File: config.mk
export PLATFORM = sky130hd
export DESIGN_NAME = mdio_master
export DESIGN_NICKNAME = d
export VERILOG_FILES = /design/src/rtl/mdio_pkg.sv /design/src/rtl/mdio_mdc_gen.sv /design/src/rtl/mdio_tx_shift.sv /design/src/rtl/mdio_rx_capture.sv /design/src/rtl/mdio_master.sv
export SDC_FILE = /design/constraint.sdc
export NUM_CORES = 1
export LEC_CHECK = 0
export BUFFER_PORTS_ARGS = -buffer_cell sky130_fd_sc_hd__buf_4
export CAP_MARGIN = 20
export CELL_PAD_IN_SITES_DETAIL_PLACEMENT = 0
export CELL_PAD_IN_SITES_GLOBAL_PLACEMENT = 1
export CORE_AREA = 2 2 100 102
export DETAILED_ROUTE_END_ITERATION = 16
export DIE_AREA = 0 0 102 104
export PLACE_DENSITY_LB_ADDON = 0.25
export SLEW_MARGIN = 20
export SYNTH_ARGS = -nofsm -noshare
export SYNTH_HDL_FRONTEND = slang
export SYNTH_SLANG_ARGS = --single-unit
File: constraint.sdc
create_clock -name clk -period 2.6 [get_ports clk]
set_input_delay 0.13 -clock clk [delete_from_list [all_inputs] [get_ports clk]]
set_output_delay 0.13 -clock clk [all_outputs]
set_load 0.1 [all_outputs]
File: src/rtl/mdio_pkg.sv
package mdio_pkg;

    localparam int PHY_W      = 5;
    localparam int REG_W      = 5;
    localparam int DATA_W     = 16;
    localparam int PRE_BITS   = 32;
    localparam int HDR_BITS   = 4;
    localparam int TA_BITS    = 2;
    localparam int FRAME_BITS = PRE_BITS + HDR_BITS + PHY_W + REG_W + TA_BITS + DATA_W;
    localparam int REL_IDX    = PRE_BITS + HDR_BITS + PHY_W + REG_W;
    localparam int DATA_IDX   = REL_IDX + TA_BITS;
    localparam int BITCNT_W   = $clog2(FRAME_BITS);

    typedef enum logic [1:0] {
        OPC_WRITE = 2'b01,
        OPC_READ  = 2'b10
    } mdio_opc_e;

    localparam logic [1:0] SOF_CODE = 2'b01;
    localparam logic [1:0] WR_TA    = 2'b10;

    typedef enum logic {
        ST_IDLE = 1'b0,
        ST_XFER = 1'b1
    } mdio_state_e;

    typedef struct packed {
        logic              is_read;
        logic [PHY_W-1:0]  phy;
        logic [REG_W-1:0]  regad;
        logic [DATA_W-1:0] wdata;
    } mdio_cmd_t;

    // Serial image of a whole transaction, first bit in the MSB.
    // In a read, the bits after the register field are never driven; they are
    // filled with ones so that the line returns to idle level cleanly.
    function automatic logic [FRAME_BITS-1:0] build_frame(input mdio_cmd_t c);
        logic [FRAME_BITS-1:0] f;
        mdio_opc_e             opc;
        opc = c.is_read ? OPC_READ : OPC_WRITE;
        if (c.is_read)
            f = {{PRE_BITS{1'b1}}, SOF_CODE, opc, c.phy, c.regad,
                 {(TA_BITS + DATA_W){1'b1}}};
        else
            f = {{PRE_BITS{1'b1}}, SOF_CODE, opc, c.phy, c.regad,
                 WR_TA, c.wdata};
        return f;
    endfunction

endpackage

File: src/rtl/mdio_mdc_gen.sv
module mdio_mdc_gen #(
    parameter int HALF_CYC = 12
) (
    input  logic clk,
    input  logic rst,
    input  logic run,
    output logic mdc,
    output logic rise_evt,
    output logic fall_evt
);
    localparam int CNT_W = $clog2(HALF_CYC + 1);
    localparam logic [CNT_W-1:0] CNT_LAST = CNT_W'(HALF_CYC - 1);

    logic [CNT_W-1:0] cnt_q;
    logic             phase_q;
    logic             wrap;

    assign wrap     = run && (cnt_q == CNT_LAST);
    assign rise_evt = wrap && !phase_q;
    assign fall_evt = wrap && phase_q;
    assign mdc      = phase_q;

    always_ff @(posedge clk) begin
        if (rst || !run) begin
            cnt_q   <= '0;
            phase_q <= 1'b0;
        end else if (wrap) begin
            cnt_q   <= '0;
            phase_q <= !phase_q;
        end else begin
            cnt_q   <= cnt_q + 1'b1;
        end
    end
endmodule

File: src/rtl/mdio_tx_shift.sv
module mdio_tx_shift
    import mdio_pkg::*;
(
    input  logic                  clk,
    input  logic                  rst,
    input  logic                  load,
    input  logic [FRAME_BITS-1:0] frame,
    input  logic                  shift,
    input  logic                  release_line,
    input  logic                  reclaim_line,
    output logic                  mdio_o,
    output logic                  mdio_oe
);
    logic [FRAME_BITS-1:0] sr_q;
    logic                  oe_q;

    assign mdio_o  = sr_q[FRAME_BITS-1];
    assign mdio_oe = oe_q;

    always_ff @(posedge clk) begin
        if (rst) begin
            sr_q <= '1;
        end else if (load) begin
            sr_q <= frame;
        end else if (shift) begin
            sr_q <= {sr_q[FRAME_BITS-2:0], 1'b1};
        end
    end

    always_ff @(posedge clk) begin
        if (rst || reclaim_line || load) begin
            oe_q <= 1'b1;
        end else if (release_line) begin
            oe_q <= 1'b0;
        end
    end
endmodule

File: src/rtl/mdio_rx_capture.sv
module mdio_rx_capture
    import mdio_pkg::*;
(
    input  logic              clk,
    input  logic              rst,
    input  logic              sample,
    input  logic              din,
    input  logic              commit,
    output logic [DATA_W-1:0] rd_data
);
    logic [DATA_W-1:0] acc_q;
    logic [DATA_W-1:0] out_q;

    assign rd_data = out_q;

    always_ff @(posedge clk) begin
        if (rst) begin
            acc_q <= '0;
        end else if (sample) begin
            acc_q <= {acc_q[DATA_W-2:0], din};
        end
    end

    always_ff @(posedge clk) begin
        if (rst) begin
            out_q <= '0;
        end else if (commit) begin
            out_q <= acc_q;
        end
    end
endmodule

File: src/rtl/mdio_master.sv
module mdio_master
    import mdio_pkg::*;
#(
    parameter int HALF_CYC = 12
) (
    input  logic              clk,
    input  logic              rst,
    input  logic              cmd_valid,
    input  logic              cmd_read,
    input  logic [PHY_W-1:0]  cmd_phy,
    input  logic [REG_W-1:0]  cmd_reg,
    input  logic [DATA_W-1:0] cmd_wdata,
    output logic              busy,
    output logic              done,
    output logic [DATA_W-1:0] rd_data,
    output logic              mdc,
    output logic              mdio_o,
    output logic              mdio_oe,
    input  logic              mdio_i
);
    localparam logic [BITCNT_W-1:0] LAST_BIT  = BITCNT_W'(FRAME_BITS - 1);
    localparam logic [BITCNT_W-1:0] PRE_REL   = BITCNT_W'(REL_IDX - 1);
    localparam logic [BITCNT_W-1:0] FIRST_DAT = BITCNT_W'(DATA_IDX);

    mdio_state_e         state_q;
    logic [BITCNT_W-1:0] bit_q;
    logic                rd_q;
    logic                done_q;

    mdio_cmd_t           cmd;
    logic                accept;
    logic                run;
    logic                rise_evt;
    logic                fall_evt;
    logic                last;

    assign cmd.is_read = cmd_read;
    assign cmd.phy     = cmd_phy;
    assign cmd.regad   = cmd_reg;
    assign cmd.wdata   = cmd_wdata;

    assign accept = cmd_valid && (state_q == ST_IDLE);
    assign run    = (state_q == ST_XFER);
    assign last   = fall_evt && (bit_q == LAST_BIT);
    assign busy   = run;
    assign done   = done_q;

    always_ff @(posedge clk) begin
        if (rst) begin
            state_q <= ST_IDLE;
            bit_q   <= '0;
            rd_q    <= 1'b0;
            done_q  <= 1'b0;
        end else begin
            done_q <= last;
            unique case (state_q)
                ST_IDLE: begin
                    if (accept) begin
                        state_q <= ST_XFER;
                        bit_q   <= '0;
                        rd_q    <= cmd_read;
                    end
                end
                ST_XFER: begin
                    if (fall_evt) begin
                        bit_q <= bit_q + 1'b1;
                        if (last) state_q <= ST_IDLE;
                    end
                end
                default: state_q <= ST_IDLE;
            endcase
        end
    end

    mdio_mdc_gen #(.HALF_CYC(HALF_CYC)) u_clk (
        .clk      (clk),
        .rst      (rst),
        .run      (run),
        .mdc      (mdc),
        .rise_evt (rise_evt),
        .fall_evt (fall_evt)
    );

    mdio_tx_shift u_tx (
        .clk          (clk),
        .rst          (rst),
        .load         (accept),
        .frame        (build_frame(cmd)),
        .shift        (fall_evt),
        .release_line (fall_evt && rd_q && (bit_q == PRE_REL)),
        .reclaim_line (last),
        .mdio_o       (mdio_o),
        .mdio_oe      (mdio_oe)
    );

    mdio_rx_capture u_rx (
        .clk     (clk),
        .rst     (rst),
        .sample  (rise_evt && rd_q && (bit_q >= FIRST_DAT)),
        .din     (mdio_i),
        .commit  (last && rd_q),
        .rd_data (rd_data)
    );
endmodule

* Yosys cells after proc, flatten, opt, wreduce, memory -nomap -nowiden
Cells that the tools add are included.
Operators by class: shift-type cells 0, muxes and demuxes 11, $lt $le $gt $ge 1, add/sub/neg operators 2, multipliers 0, eq/ne operators 5, reductions and logical operators 19, bitwise operators 1, div/mod/pow operators 0
Operators by type and width (number):
- two-way mux 64 bit | 2
- two-way mux 17 bit | 1
- == test 6 bit, second input constant | 2
- two-way mux 6 bit | 2
- one-hot mux 6 bit (2 select lines) | 1
- logical AND 1 bit | 10
- adder 6 x 1 -> 6 bit, second input constant | 1
- >= comparator 6 bit, second input constant | 1
- adder 4 x 1 -> 4 bit, second input constant | 1
- == test 4 bit, second input constant | 1
- inequality test 2 x 1 -> 1 bit, second input constant | 2
- AND reduction 2 bit | 2
- logical OR 1 bit | 3
- two-way mux 1 bit | 3
- logical NOT 1 bit | 2
- two-way mux 2 bit | 1
- one-hot mux 1 bit (2 select lines) | 1
- nonzero test 2 bit | 1
- OR reduction 2 bit | 1
- NOT 1 bit | 1
Word-level totals: logic and storage cells 49, input port bits 31, latch bits 0, output and inout port bits 21, register bits 111, bits in read-only memories 0, memories kept 0, RAM bits 0

* Longest topological paths before layout
Gate-level depths: netlist (run 1).
depth after elaboration 7, mapped depth 8, mapped depth without buffers 5

* Modules after synthesis
From an unflattened synthesis (run 1), not the netlist that was laid out.
Unflattened totals: cells, all modules 491, area total of the unflattened synthesis 5153.7 um^2
By module, submodules not included:
- mdio_tx_shift | area an instance 3179.3 um^2, instances 1, cells each 287, seq. area each 1301.2 um^2
- mdio_rx_capture | area an instance 1157.4 um^2, instances 1, cells each 103, seq. area each 640.6 um^2
- mdio_master | area an instance 575.6 um^2, instances 1, cells each 77, seq. area each 180.2 um^2
- mdio_mdc_gen | area an instance 241.5 um^2, instances 1, cells each 24, seq. area each 100.1 um^2

* Worst setup path after synthesis (run 1)
Ideal clock, no wire load.
kind register to register, start point register state_q, in the netlist busy, end point register u_rx.out_q[10], in the netlist u_rx.rd_data[10], required time 2468 ps, arrival 2268 ps, buffers on the path 2, library setup time 132 ps, period minus slack after synthesis 2400 ps, cell stages (with the launch flop) 7, setup slack 200 ps, path through dfxtp_1 nand3_1 or4b_1 buf_2 buf_6 nand2_1 a21oi_1
Between the ends: cells in the longest elaborated chain, start to end 4
Ends and longest elaborated chain:
- start: declaration | RTL line mdio_master.sv:25 | mdio_state_e state_q;
- start signal: assignment | RTL line mdio_master.sv:50 | state_q <= ST_IDLE;
- start signal: assignment | RTL line mdio_master.sv:59 | state_q <= ST_XFER;
- start signal: assignment | RTL line mdio_master.sv:67 | if (last) state_q <= ST_IDLE;
- logical AND 1 bit | RTL line mdio_mdc_gen.sv:18 | assign wrap = run && (cnt_q == CNT_LAST);
- logical AND 1 bit | RTL line mdio_mdc_gen.sv:20 | assign fall_evt = wrap && phase_q;
- logical AND 1 bit | RTL line mdio_master.sv:44 | assign last = fall_evt && (bit_q == LAST_BIT);
- logical AND 1 bit | RTL line mdio_master.sv:101 | .commit (last && rd_q),
- end signal: assignment | RTL line mdio_rx_capture.sv:28 | out_q <= acc_q;
- end: declaration | RTL line mdio_rx_capture.sv:12 | logic [DATA_W-1:0] out_q;
No other way between the ends. A chain may end at the register's enable or synchronous reset.

* Worst setup path in the final report (run 1)
start point register u_clk.cnt_q[0], end point register u_rx.out_q[8], in the netlist u_rx.rd_data[8]
Between the ends: cells in the longest elaborated chain, start to end 5
Ends and longest elaborated chain:
- start: declaration | RTL line mdio_mdc_gen.sv:14 | logic [CNT_W-1:0] cnt_q;
- start signal: assignment | RTL line mdio_mdc_gen.sv:31 | cnt_q <= cnt_q + 1'b1;
- == test 4 bit | RTL line mdio_mdc_gen.sv:18
- logical AND 1 bit | RTL line mdio_mdc_gen.sv:18
- logical AND 1 bit | RTL line mdio_mdc_gen.sv:20
- logical AND 1 bit | RTL line mdio_master.sv:44
- logical AND 1 bit | RTL line mdio_master.sv:101
No other way between the ends.

==> run_results.csv, run 1 <==
group,metric,value,unit
status,result_of_the_run,"completed",
critical_path,critical_path.slowest_cell,"sky130_fd_sc_hd__or4b_1",
global_routing,overflow,0,
clocking,clkTransAtPathRegs,0.09,ns
cells_and_area,finalNetCount,603,
power,net_sw_power,639,uW
clocking,clk-insertion-delay-late,0.36,ns
floorplan,rows,36,
floorplan,start_util,44.2,%
detailed_routing,drt_wl_total,8610,um
cells_and_area,area_growth,15.2,%
synthesis,ys_types,40,
power,sw_frac_of_total,23.1,%
detailed_routing,initialDrtViolationCount,215,
timing,max_clock_freq,0.490,GHz
global_routing,grt_max_degree,64,
power,ir_worst_vdd,0.317,mV
global_routing,antenna_found_initial,0,
clocking,post_cts_resized,0,
timing,timing.setup.tns,0,ns
floorplan,die_width,102,um
cells_and_area,layout-drive-gt1-share,13.6,%
timing,finalSetupViolations,0,
detailed_routing,drc_errors_left,0,
placed_design,preCtsSetupSlack,0.532,ns
critical_path,cp_cell_instances,"ha_1 > nand3b_4 > or4b_1 > nand2_1 > a21oi_1",
floorplan,fp.coreArea,0.00955,mm2
cells_and_area,antenna_cells,0,
clocking,cts.hold.buffers_added,0,
placed_design,gp_congestion,0.755,
detailed_routing,avgRoutedWirePerCell,12.2,um
clocking,cts_tree,"yes",
floorplan,die_h,104,um
clocking,post_cts.repair.setup_buffers,0,
synthesis,async_flop_share,0,%
power,pwr-share-clk,32.1,%
critical_path,worstSetupPathType,"reg2reg",
synthesis,synth.cell_area,0.00422,mm2
detailed_routing,detailedRoute.firstPassIterationCount,4,
critical_path,crit_path_max_fanout,16,
timing,setup_skew,0.0163,ns
synthesis,ys_seq_elements,111,
floorplan,ios,52,
detailed_routing,num_vias,3598,
timing,fin_crit_sh,78.4,%
power,power.share.sequential,62.8,%
synthesis,synth_area_per_cell,7.87,um2
power,pwr-share-comb,5.1,%
timing,max_slew_margin,59.9,%
power,power_report.internal_total,2.13,mW
power,static-leakage-power,2.10,nW
synthesis,synthesis.nets,570,
timing,tightest_slew,0.601,ns
global_routing,global_route_wire_length_before_repair,14900,um
detailed_routing,drtAntennaViolNets,0,
detailed_routing,avgViaCountPerCell,5.10,
timing,hold_viol_final,0,
hold_path,worstHoldPathType,"in2reg",
critical_path,crit_path_max_incr_delay,0.85,ns
timing,timing.final.max_slew_violations,0,
critical_path,worstSetupEndpointType,"register",
clocking,cts_max_path_buffers,2,
synthesis,ys_dominant_reg_cell,"sky130_fd_sc_hd__dfxtp_1",
synthesis,synth-seq-area-share,52.7,%
critical_path,cp_data_required_time,2.82,ns
placed_design,io_buffers,51,
power,p_per_area,569,mW/mm2
critical_path,critPathArrivalTime,2.26,ns
timing,timing.final.ws_setup,0.560,ns
placed_design,place.detailed.hpwl,5310,um
clocking,cts_sinks,111,
synthesis,synth_enable_flop_cells,0,
run,drv_cap,0,
timing,rsz0062_at_grt,"no",
placed_design,dpl-instance-area,0.00471,mm2
global_routing,grt_pass1_vias,3297,
cells_and_area,finalInstanceArea,0.00486,mm2
critical_path,critical_path.startpoint_type,"register",
synthesis,syn_inst,536,
clocking,clock_tree.root_cell,"sky130_fd_sc_hd__clkbuf_8",
cells_and_area,fillCellCount,964,
timing,period_minus_slack,2.04,ns
global_routing,global_route.usage.total,16.9,%
cells_and_area,postLayoutCoreUtil,50.9,%
clocking,cts_made_buffers,9,
floorplan,dieArea,0.0106,mm2
clocking,htree_num_levels,3,
synthesis,warning_count_from_the_yosys_run,0,
## state kept, by name (all words and copies together), names as in the netlist
signal	count
u_rx.rd_data	16
done	1
u_clk.cnt_q	4
u_tx.sr_q	64
u_rx.acc_q	16
u_clk.mdc	1
u_tx.mdio_oe	1
bit_q	6
rd_q	1
busy	1
## synth_stat cells, drive strengths merged (3+ instances only)
cell	count	area share, %
a21oi	38	4.5
nor3	16	1.9
ha	3	0.89
clkbuf	22	2.0
dfxtp	111	53
nand3	42	5.0
nand2	196	17
nor2	28	2.5
buf	16	2.0
a31oi	30	4.4
## metrics by stage
step                std cells  total power, mW  hold WS [ns]
floorplan                 536             1.86         0.266
global placement          691             1.92         0.394
detailed placement        691             1.92         0.398
CTS                       706             2.81       0.00989
global route              706             2.89        0.0229
finish                    706             2.77        0.0224
## per-layer routing
| layer | part of all wire [%] | GRT usage (%) | vias to the layer above |
|---|---|---|---|
| met5 | 0 | 0 | - |
| met1 | 50 | 22.5 | 1683 |
| li1 | - | - | 1844 |
| met3 | 3.7 | 4.30 | 6 |
| met2 | 45 | 27.5 | 65 |
| met4 | 0.86 | 4.19 | 0 |
## worst paths after layout
kind / start / end / slack [ns] / cells past startpoint
worst max-delay path: u_clk.cnt_q[0] / u_rx.rd_data[8] / 0.56 / 5
worst min-delay path: mdio_i / u_rx.acc_q[0] / 0.02 / 3
worst max register to register: u_clk.cnt_q[0] / u_rx.rd_data[8] / 0.56 / 5
worst min register to register: u_rx.rd_data[6] / u_rx.rd_data[6] / 0.46 / 2
## worst max-delay path: cells and delay by family, from the launching register on
| kind | cells | cell delay, ns |
|---|---|---|
| AOI/OAI and AO/OA | 1 | 0.07 |
| adders and majority gates | 1 | 0.29 |
| DFF | 1 | 0.37 |
| and+or+nand+nor | 3 | 1.18 |
## power groups by stage
stage               logic (mW)  clock network, mW  registers [mW]
CTS                      0.142              0.926            1.74
global placement         0.141                  0            1.78
global route             0.158              0.986            1.74
detailed placement       0.142                  0            1.78
floorplan               0.0734                  0            1.78
finish                   0.140              0.890            1.74
## cell families after synthesis
logic type      synth area share (%)
simple gates                    30.6
flops                           52.7
compound gates                  10.7
buf+inv                         4.21
fa+ha+maj                      0.890
xor+xnor                       0.415
mux                            0.504
## layout by cell type, fill, tap and decap left out, types with 3 or more instances in the layout
| cell | n |
|---|---|
| sky130_fd_sc_hd__a21oi_1 | 38 |
| sky130_fd_sc_hd__a31oi_1 | 30 |
| sky130_fd_sc_hd__buf_4 | 58 |
| sky130_fd_sc_hd__clkbuf_1 | 3 |
| sky130_fd_sc_hd__clkbuf_8 | 9 |
| sky130_fd_sc_hd__dfxtp_1 | 111 |
| sky130_fd_sc_hd__ha_1 | 3 |
| sky130_fd_sc_hd__nand2_1 | 195 |
| sky130_fd_sc_hd__nand3_1 | 42 |
| sky130_fd_sc_hd__nor2_1 | 26 |
| sky130_fd_sc_hd__nor3_1 | 16 |
## final cells by class
class                           instances  area, um2  share of cell area, %
Clock buffer                           12        135                   2.78
Clock inverter                          3       21.3                  0.437
Inverter                                2       7.51                  0.154
Multi-Input combinational cell        385       1830                   37.7
Sequential cell                       111       2220                   45.7
Tap cell                              133        166                   3.42
Timing Repair Buffer                   60        475                   9.78
(Power assumes the default switching activity.)
==> run 2, diff against run 1 <==
Settings changed: ABC_AREA set to 1, CORE_AREA 2 2 100 102 to 2 2 116 118, DIE_AREA 0 0 102 104 to 0 0 118 120.
Clock period 2.6 ns to 1.75 ns, I/O delays scaled along.
==> run_results.csv, run 2 <==
group,metric,value,unit
floorplan,fp.coreArea,0.0130,mm2
detailed_routing,avgRoutedWirePerCell,10.7,um
synthesis,synth_largest_area_cell,"sky130_fd_sc_hd__dfxtp_1",
detailed_routing,drtAntennaViolNets,0,
critical_path,critical_path.most_common_cell,"sky130_fd_sc_hd__nand2_1",
clocking,cts_made_buffers,9,
clocking,clk-insertion-delay-late,0.35,ns
detailed_routing,initialDrtViolationCount,165,
timing,fin_crit_sh,89.7,%
clocking,cts_tree,"yes",
synthesis,post_synth_xor_area_fraction,0,%
run,drv_cap,0,
critical_path,launching_point_of_the_worst_reg2reg_path,"u_clk.cnt_q[0]",
clocking,cts_max_path_buffers,2,
critical_path,crit_path_max_incr_delay,0.36,ns
detailed_routing,detailedRoute.firstPassIterationCount,4,
synthesis,multiplexer_area_fraction_after_synthesis,0,%
timing,setup_skew,0.00762,ns
floorplan,die_width,118,um
timing,timing.setup.tns,0,ns
synthesis,ys_seq_elements,111,
floorplan,start_util,36.1,%
critical_path,r2r.worst_path.cells,7,
clocking,cts_sinks,111,
placed_design,io_buffers,51,
critical_path,critical_path.startpoint_type,"register",
synthesis,yosysTopAreaCellShare,47.5,%
cells_and_area,area_growth,21.0,%
critical_path,worstSetupPathType,"reg2reg",
detailed_routing,num_vias,4139,
status,result_of_the_run,"completed",
synthesis,complex_gate_fraction_of_the_synthesized_area,5.51,%
timing,max_slew_margin,71.7,%
critical_path,cp_cell_instances,"ha_1 > nand2_2 > nor3_4 > buf_12 > nand2_1 > o21ai_0 > nand2_1",
clocking,clkTransAtPathRegs,0.07,ns
synthesis,ys_types,28,
synthesis,warning_count_from_the_yosys_run,0,
critical_path,critical_path.slowest_cell,"sky130_fd_sc_hd__dfxtp_1",
timing,finalSetupViolations,0,
critical_path,worstSetupEndpointType,"register",
power,ir_worst_vdd,0.617,mV
critical_path,crit-reg2reg-capture,"u_tx.mdio_oe",
cells_and_area,antenna_cells,0,
global_routing,antenna_found_initial,0,
critical_path,cp_data_required_time,1.99,ns
power,p_per_area,978,mW/mm2
global_routing,overflow,0,
critical_path,critPathArrivalTime,1.81,ns
timing,rsz0062_at_grt,"no",
placed_design,placed_cells,884,
global_routing,grt_max_degree,41,
clocking,clock_tree.root_cell,"sky130_fd_sc_hd__clkbuf_16",
timing,max_clock_freq,0.637,GHz
critical_path,cpLargestDelayFamily,"simple AND/OR/NAND/NOR gates",
floorplan,dieArea,0.0142,mm2
cells_and_area,final_cell_mix,"sky130_fd_sc_hd__nand2_1 (247), sky130_fd_sc_hd__dfxtp_1 (109), sky130_fd_sc_hd__nand3_1 (83)",
hold_path,worstHoldPathType,"in2reg",
synthesis,synth_adder_area_share,0.802,%
synthesis,synth_enable_flop_cells,0,
synthesis,synthesis.nets,710,
power,static-leakage-power,2.55,nW
synthesis,ys_dominant_reg_cell,"sky130_fd_sc_hd__dfxtp_1",
synthesis,post_synth_most_frequent_cells,"sky130_fd_sc_hd__nand2_1 (248), sky130_fd_sc_hd__dfxtp_1 (111), sky130_fd_sc_hd__nand3_1 (83)",
timing,timing.final.max_slew_violations,0,
synthesis,synth.cell_area,0.00468,mm2
timing,hold_viol_final,0,
placed_design,gp_congestion,0.736,
cells_and_area,most_common_library_cell_in_the_layout_ignoring_fill_and_taps,"sky130_fd_sc_hd__nand2_1",
floorplan,rows,42,
global_routing,global_route.usage.total,14.5,%
cells_and_area,largest-register,"u_tx.sr_q",
synthesis,yosys-top-cells-area,"sky130_fd_sc_hd__dfxtp_1 (47%), sky130_fd_sc_hd__nand2_1 (20%), sky130_fd_sc_hd__nand3_1 (8.9%), sky130_fd_sc_hd__inv_1 (5.1%), sky130_fd_sc_hd__nor2_1 (3.4%)",
critical_path,crit_path_max_fanout,40,
cells_and_area,finalNonFillerCells,901,
hold_path,hold_start,"cmd_phy[1]",
critical_path,worstPathBufferInverterCount,1,
hold_path,holdPathEnd,"u_tx.sr_q[24]",
detailed_routing,drt_wl_total,9650,um
timing,period_minus_slack,1.57,ns
detailed_routing,avgViaCountPerCell,4.59,
hold_path,hold-path-cell-count,5,
placed_design,place.detailed.hpwl,6490,um
timing,tightest_slew,0.421,ns
floorplan,die_h,120,um
cells_and_area,finalNetCount,754,
synthesis,synth_area_per_cell,6.92,um2
clocking,htree_num_levels,3,
synthesis,async_flop_share,0,%
synthesis,synth_simple_gate_area_share,36.6,%
floorplan,ios,52,
critical_path,setup.reg_to_reg.worst_slack,0.18,ns
global_routing,grt_pass1_vias,3768,
synthesis,syn_inst,676,
cells_and_area,largest_reg_flops,64,
cells_and_area,layout-drive-gt1-share,14.5,%
synthesis,main_combinational_cell_family_by_area_after_synthesis,"simple AND/OR/NAND/NOR gates",
synthesis,synth-seq-area-share,47.5,%
global_routing,global_route_wire_length_before_repair,17100,um
power,p_total,5.54,mW
detailed_routing,drc_errors_left,0,
synthesis,most_repeated_cell_in_the_gate_level_netlist_after_synthesis,"sky130_fd_sc_hd__nand2_1",
==> run 2: repair_timing <==
item / CTS / global route
endpoints found under the hold margin: 1 / 0
setup endpoints to repair: 0 / 44
resized for setup: 0 / 5
hold buffers: 1 / 0
buffers inserted: 0 / 0
==> run 2: per-layer routing <==
metal / share of wire (%) / track usage (%) / vias to the layer above
li1: - / - / 2208
met1: 49 / 17.9 / 1854
met2: 45 / 24.2 / 63
met3: 3.4 / 2.80 / 14
met4: 2.4 / 7.68 / 0
met5: 0 / 0 / -
==> run 2: cell families (layout without fill, tap and decap cells) <==
logic type / after synthesis / after routing
AO/OA/AOI/OAI: 50 / 50
adder cells (fa/ha/maj): 3 / 3
buffers and inverters: 109 / 158
flip-flops: 111 / 111
AND/OR/NAND/NOR: 403 / 403
==> run 2: report_power, final <==
part           switching, mW  internal, mW  leakage [nW]
Sequential            0.0686          2.66         0.910
Clock                  0.950          1.26         0.152
Combinational          0.362         0.237          1.48
Total                   1.38          4.16          2.55
==> run 2: area by class of cell <==
cell class | instances | area [um2]
Fill cell | 1373 | 7320
Sequential cell | 111 | 2230
Multi-Input combinational cell | 456 | 2020
Timing Repair Buffer | 73 | 604
Inverter | 69 | 262
Clock buffer | 9 | 225
Tap cell | 176 | 220
Clock inverter | 7 | 97.6
==> run 2: metrics by stage <==
stage	cell area, um2	setup WS, ns	util, %	hold WS (ns)
5_1_grt	5660	0.0419	43.6	0.0391
3_5_place_dp	5310	0.0833	40.9	0.330
2_1_floorplan	4680	0.0775	-	0.223
4_1_cts	5640	0.0754	43.5	0.0230
6_report	5660	0.180	43.6	0.0340
3_3_place_gp	5310	0.143	40.9	0.325
==> run 2: worst max path at each step <==
stage                               from                to  depth (start not counted)
final                     u_clk.cnt_q[0]      u_tx.mdio_oe                          7
after detailed placement  u_clk.cnt_q[0]   u_rx.rd_data[1]                          7
after global placement    u_clk.cnt_q[0]  u_rx.rd_data[15]                          7
after floorplan                     busy     u_tx.sr_q[63]                          8
after CTS                 u_clk.cnt_q[0]   u_rx.rd_data[1]                          7
after global routing      u_clk.cnt_q[0]      u_tx.mdio_oe                          7
==> run 2: worst register-to-register path, cell delays in order (launching register included) <==
cell,delay (ns)
sky130_fd_sc_hd__dfxtp_1,0.36
sky130_fd_sc_hd__ha_1,0.18
sky130_fd_sc_hd__nand2_2,0.11
sky130_fd_sc_hd__nor3_4,0.28
sky130_fd_sc_hd__buf_12,0.25
sky130_fd_sc_hd__nand2_1,0.07
sky130_fd_sc_hd__o21ai_0,0.15
sky130_fd_sc_hd__nand2_1,0.07
==> run 3, diff against run 2 <==
Settings changed: CORE_AREA 2 2 116 118 to 4 4 118 120, DIE_AREA 0 0 118 120 to 0 0 122 124.
==> run_results.csv, run 3 (same netlist as run 2, synthesis figures left out) <==
group,metric,value,unit
status,result_of_the_run,"completed",
cells_and_area,largest-register,"u_tx.sr_q",
critical_path,crit_path_max_incr_delay,0.35,ns
timing,setup_skew,0.00526,ns
cells_and_area,finalNetCount,753,
critical_path,cp_cell_instances,"ha_1 > nand2_2 > nor2_4 > nand2_2 > nand2_2 > buf_4 > o21ai_0 > nand3_1",
critical_path,cpLargestDelayFamily,"simple AND/OR/NAND/NOR gates",
clocking,cts_sinks,111,
floorplan,die_h,124,um
detailed_routing,num_vias,4060,
timing,timing.setup.tns,0,ns
timing,max_slew_margin,71.1,%
detailed_routing,initialDrtViolationCount,175,
critical_path,cp_data_required_time,2.04,ns
timing,rsz0062_at_grt,"no",
floorplan,dieArea,0.0151,mm2
clocking,clk-insertion-delay-late,0.35,ns
power,ir_worst_vdd,0.428,mV
cells_and_area,area_growth,20.2,%
placed_design,place.detailed.hpwl,6430,um
global_routing,antenna_found_initial,0,
detailed_routing,detailedRoute.firstPassIterationCount,5,
detailed_routing,drc_errors_left,0,
cells_and_area,antenna_cells,0,
cells_and_area,largest_reg_flops,64,
clocking,htree_num_levels,3,
cells_and_area,final_cell_mix,"sky130_fd_sc_hd__nand2_1 (247), sky130_fd_sc_hd__dfxtp_1 (109), sky130_fd_sc_hd__nand3_1 (83)",
detailed_routing,drtAntennaViolNets,0,
critical_path,crit_path_max_fanout,26,
critical_path,critical_path.slowest_cell,"sky130_fd_sc_hd__dfxtp_1",
critical_path,critical_path.startpoint_type,"register",
critical_path,worstSetupPathType,"reg2reg",
global_routing,global_route.usage.total,13.7,%
critical_path,worstPathBufferInverterCount,1,
global_routing,overflow,0,
detailed_routing,avgRoutedWirePerCell,10.9,um
placed_design,gp_congestion,0.752,
cells_and_area,layout-drive-gt1-share,14.0,%
floorplan,ios,52,
critical_path,critPathArrivalTime,1.87,ns
clocking,cts_tree,"yes",
cells_and_area,most_common_library_cell_in_the_layout_ignoring_fill_and_taps,"sky130_fd_sc_hd__nand2_1",
timing,tightest_slew,0.429,ns
detailed_routing,avgViaCountPerCell,4.51,
floorplan,rows,42,
global_routing,grt_max_degree,54,
power,static-leakage-power,2.54,nW
timing,hold_viol_final,0,
clocking,clock_tree.root_cell,"sky130_fd_sc_hd__clkbuf_16",
floorplan,fp.coreArea,0.0130,mm2
power,p_per_area,958,mW/mm2
clocking,cts_made_buffers,9,
global_routing,global_route_wire_length_before_repair,17000,um
timing,whs,0.0271,ns
hold_path,worstHoldPathType,"in2reg",
timing,fin_crit_sh,90.2,%
detailed_routing,drt_wl_total,9840,um
timing,max_clock_freq,0.634,GHz
floorplan,start_util,36.1,%
clocking,clkTransAtPathRegs,0.07,ns
critical_path,critical_path.most_common_cell,"sky130_fd_sc_hd__nand2_2",
run,drv_cap,0,
timing,timing.final.max_slew_violations,0,
cells_and_area,postLayoutCoreUtil,43.3,%
timing,period_minus_slack,1.58,ns
floorplan,die_width,122,um
critical_path,worstSetupEndpointType,"register",
timing,finalSetupViolations,0,
global_routing,grt_pass1_vias,3824,
clocking,cts_max_path_buffers,2,
placed_design,io_buffers,51,
run 3: what timing repair did:
item                                   in CTS  in global routing
setup buffers                               0                  0
endpoints found under the hold margin       1                  0
hold buffers                                1                  0
setup endpoints to repair                   0                 69
gates resized for setup                     0                  4
run 3: metrics by stage:
stage	setup WS, ns	power, mW	instances	area [um2]
6_report	0.172	5.39	900	5620
5_1_grt	0.0159	5.65	900	5620
4_1_cts	0.0745	5.45	899	5590
3_5_place_dp	0.0992	3.38	882	5280
3_3_place_gp	0.141	3.37	882	5280
2_1_floorplan	0.0775	3.20	676	4680
run 3: metal layers:
layer	up-vias	part of all wire [%]	GRT usage, %
li1	2207	-	-
met1	1781	49	17.0
met2	60	45	23.0
met3	12	3.7	2.63
met4	0	1.9	6.30
met5	-	0	0
run 3: final timing paths:
check | startpoint | to | slack (ns) | depth (start not counted)
hold reg to reg | u_clk.cnt_q[0] | u_clk.cnt_q[0] | 0.45 | 1
hold / removal | mdio_i | u_rx.acc_q[0] | 0.03 | 3
setup reg to reg | u_clk.cnt_q[0] | u_tx.sr_q[18] | 0.17 | 8
setup / recovery | u_clk.cnt_q[0] | u_tx.sr_q[18] | 0.17 | 8
run 3: tightest hold or removal path, stage by stage:
cell and delay (ns):
sky130_fd_sc_hd__buf_4 0.11, sky130_fd_sc_hd__nand3_1 0.07, sky130_fd_sc_hd__a21oi_1 0.06
run 3: final cells by class:
class,count,area (um2)
clock inverter,3,41.3
clock buffer,13,250
fill,1373,7360
tap,176,220
timing repair buffer,72,598
multi-input combinational,456,2020
sequential,111,2230
inverter,69,262
run 3: power breakdown:
part	internal (mW)	switching, mW	total [mW]
combinational	0.234	0.365	0.599
sequential	2.66	0.0679	2.73
clock	1.15	0.904	2.06
total	4.05	1.34	5.38
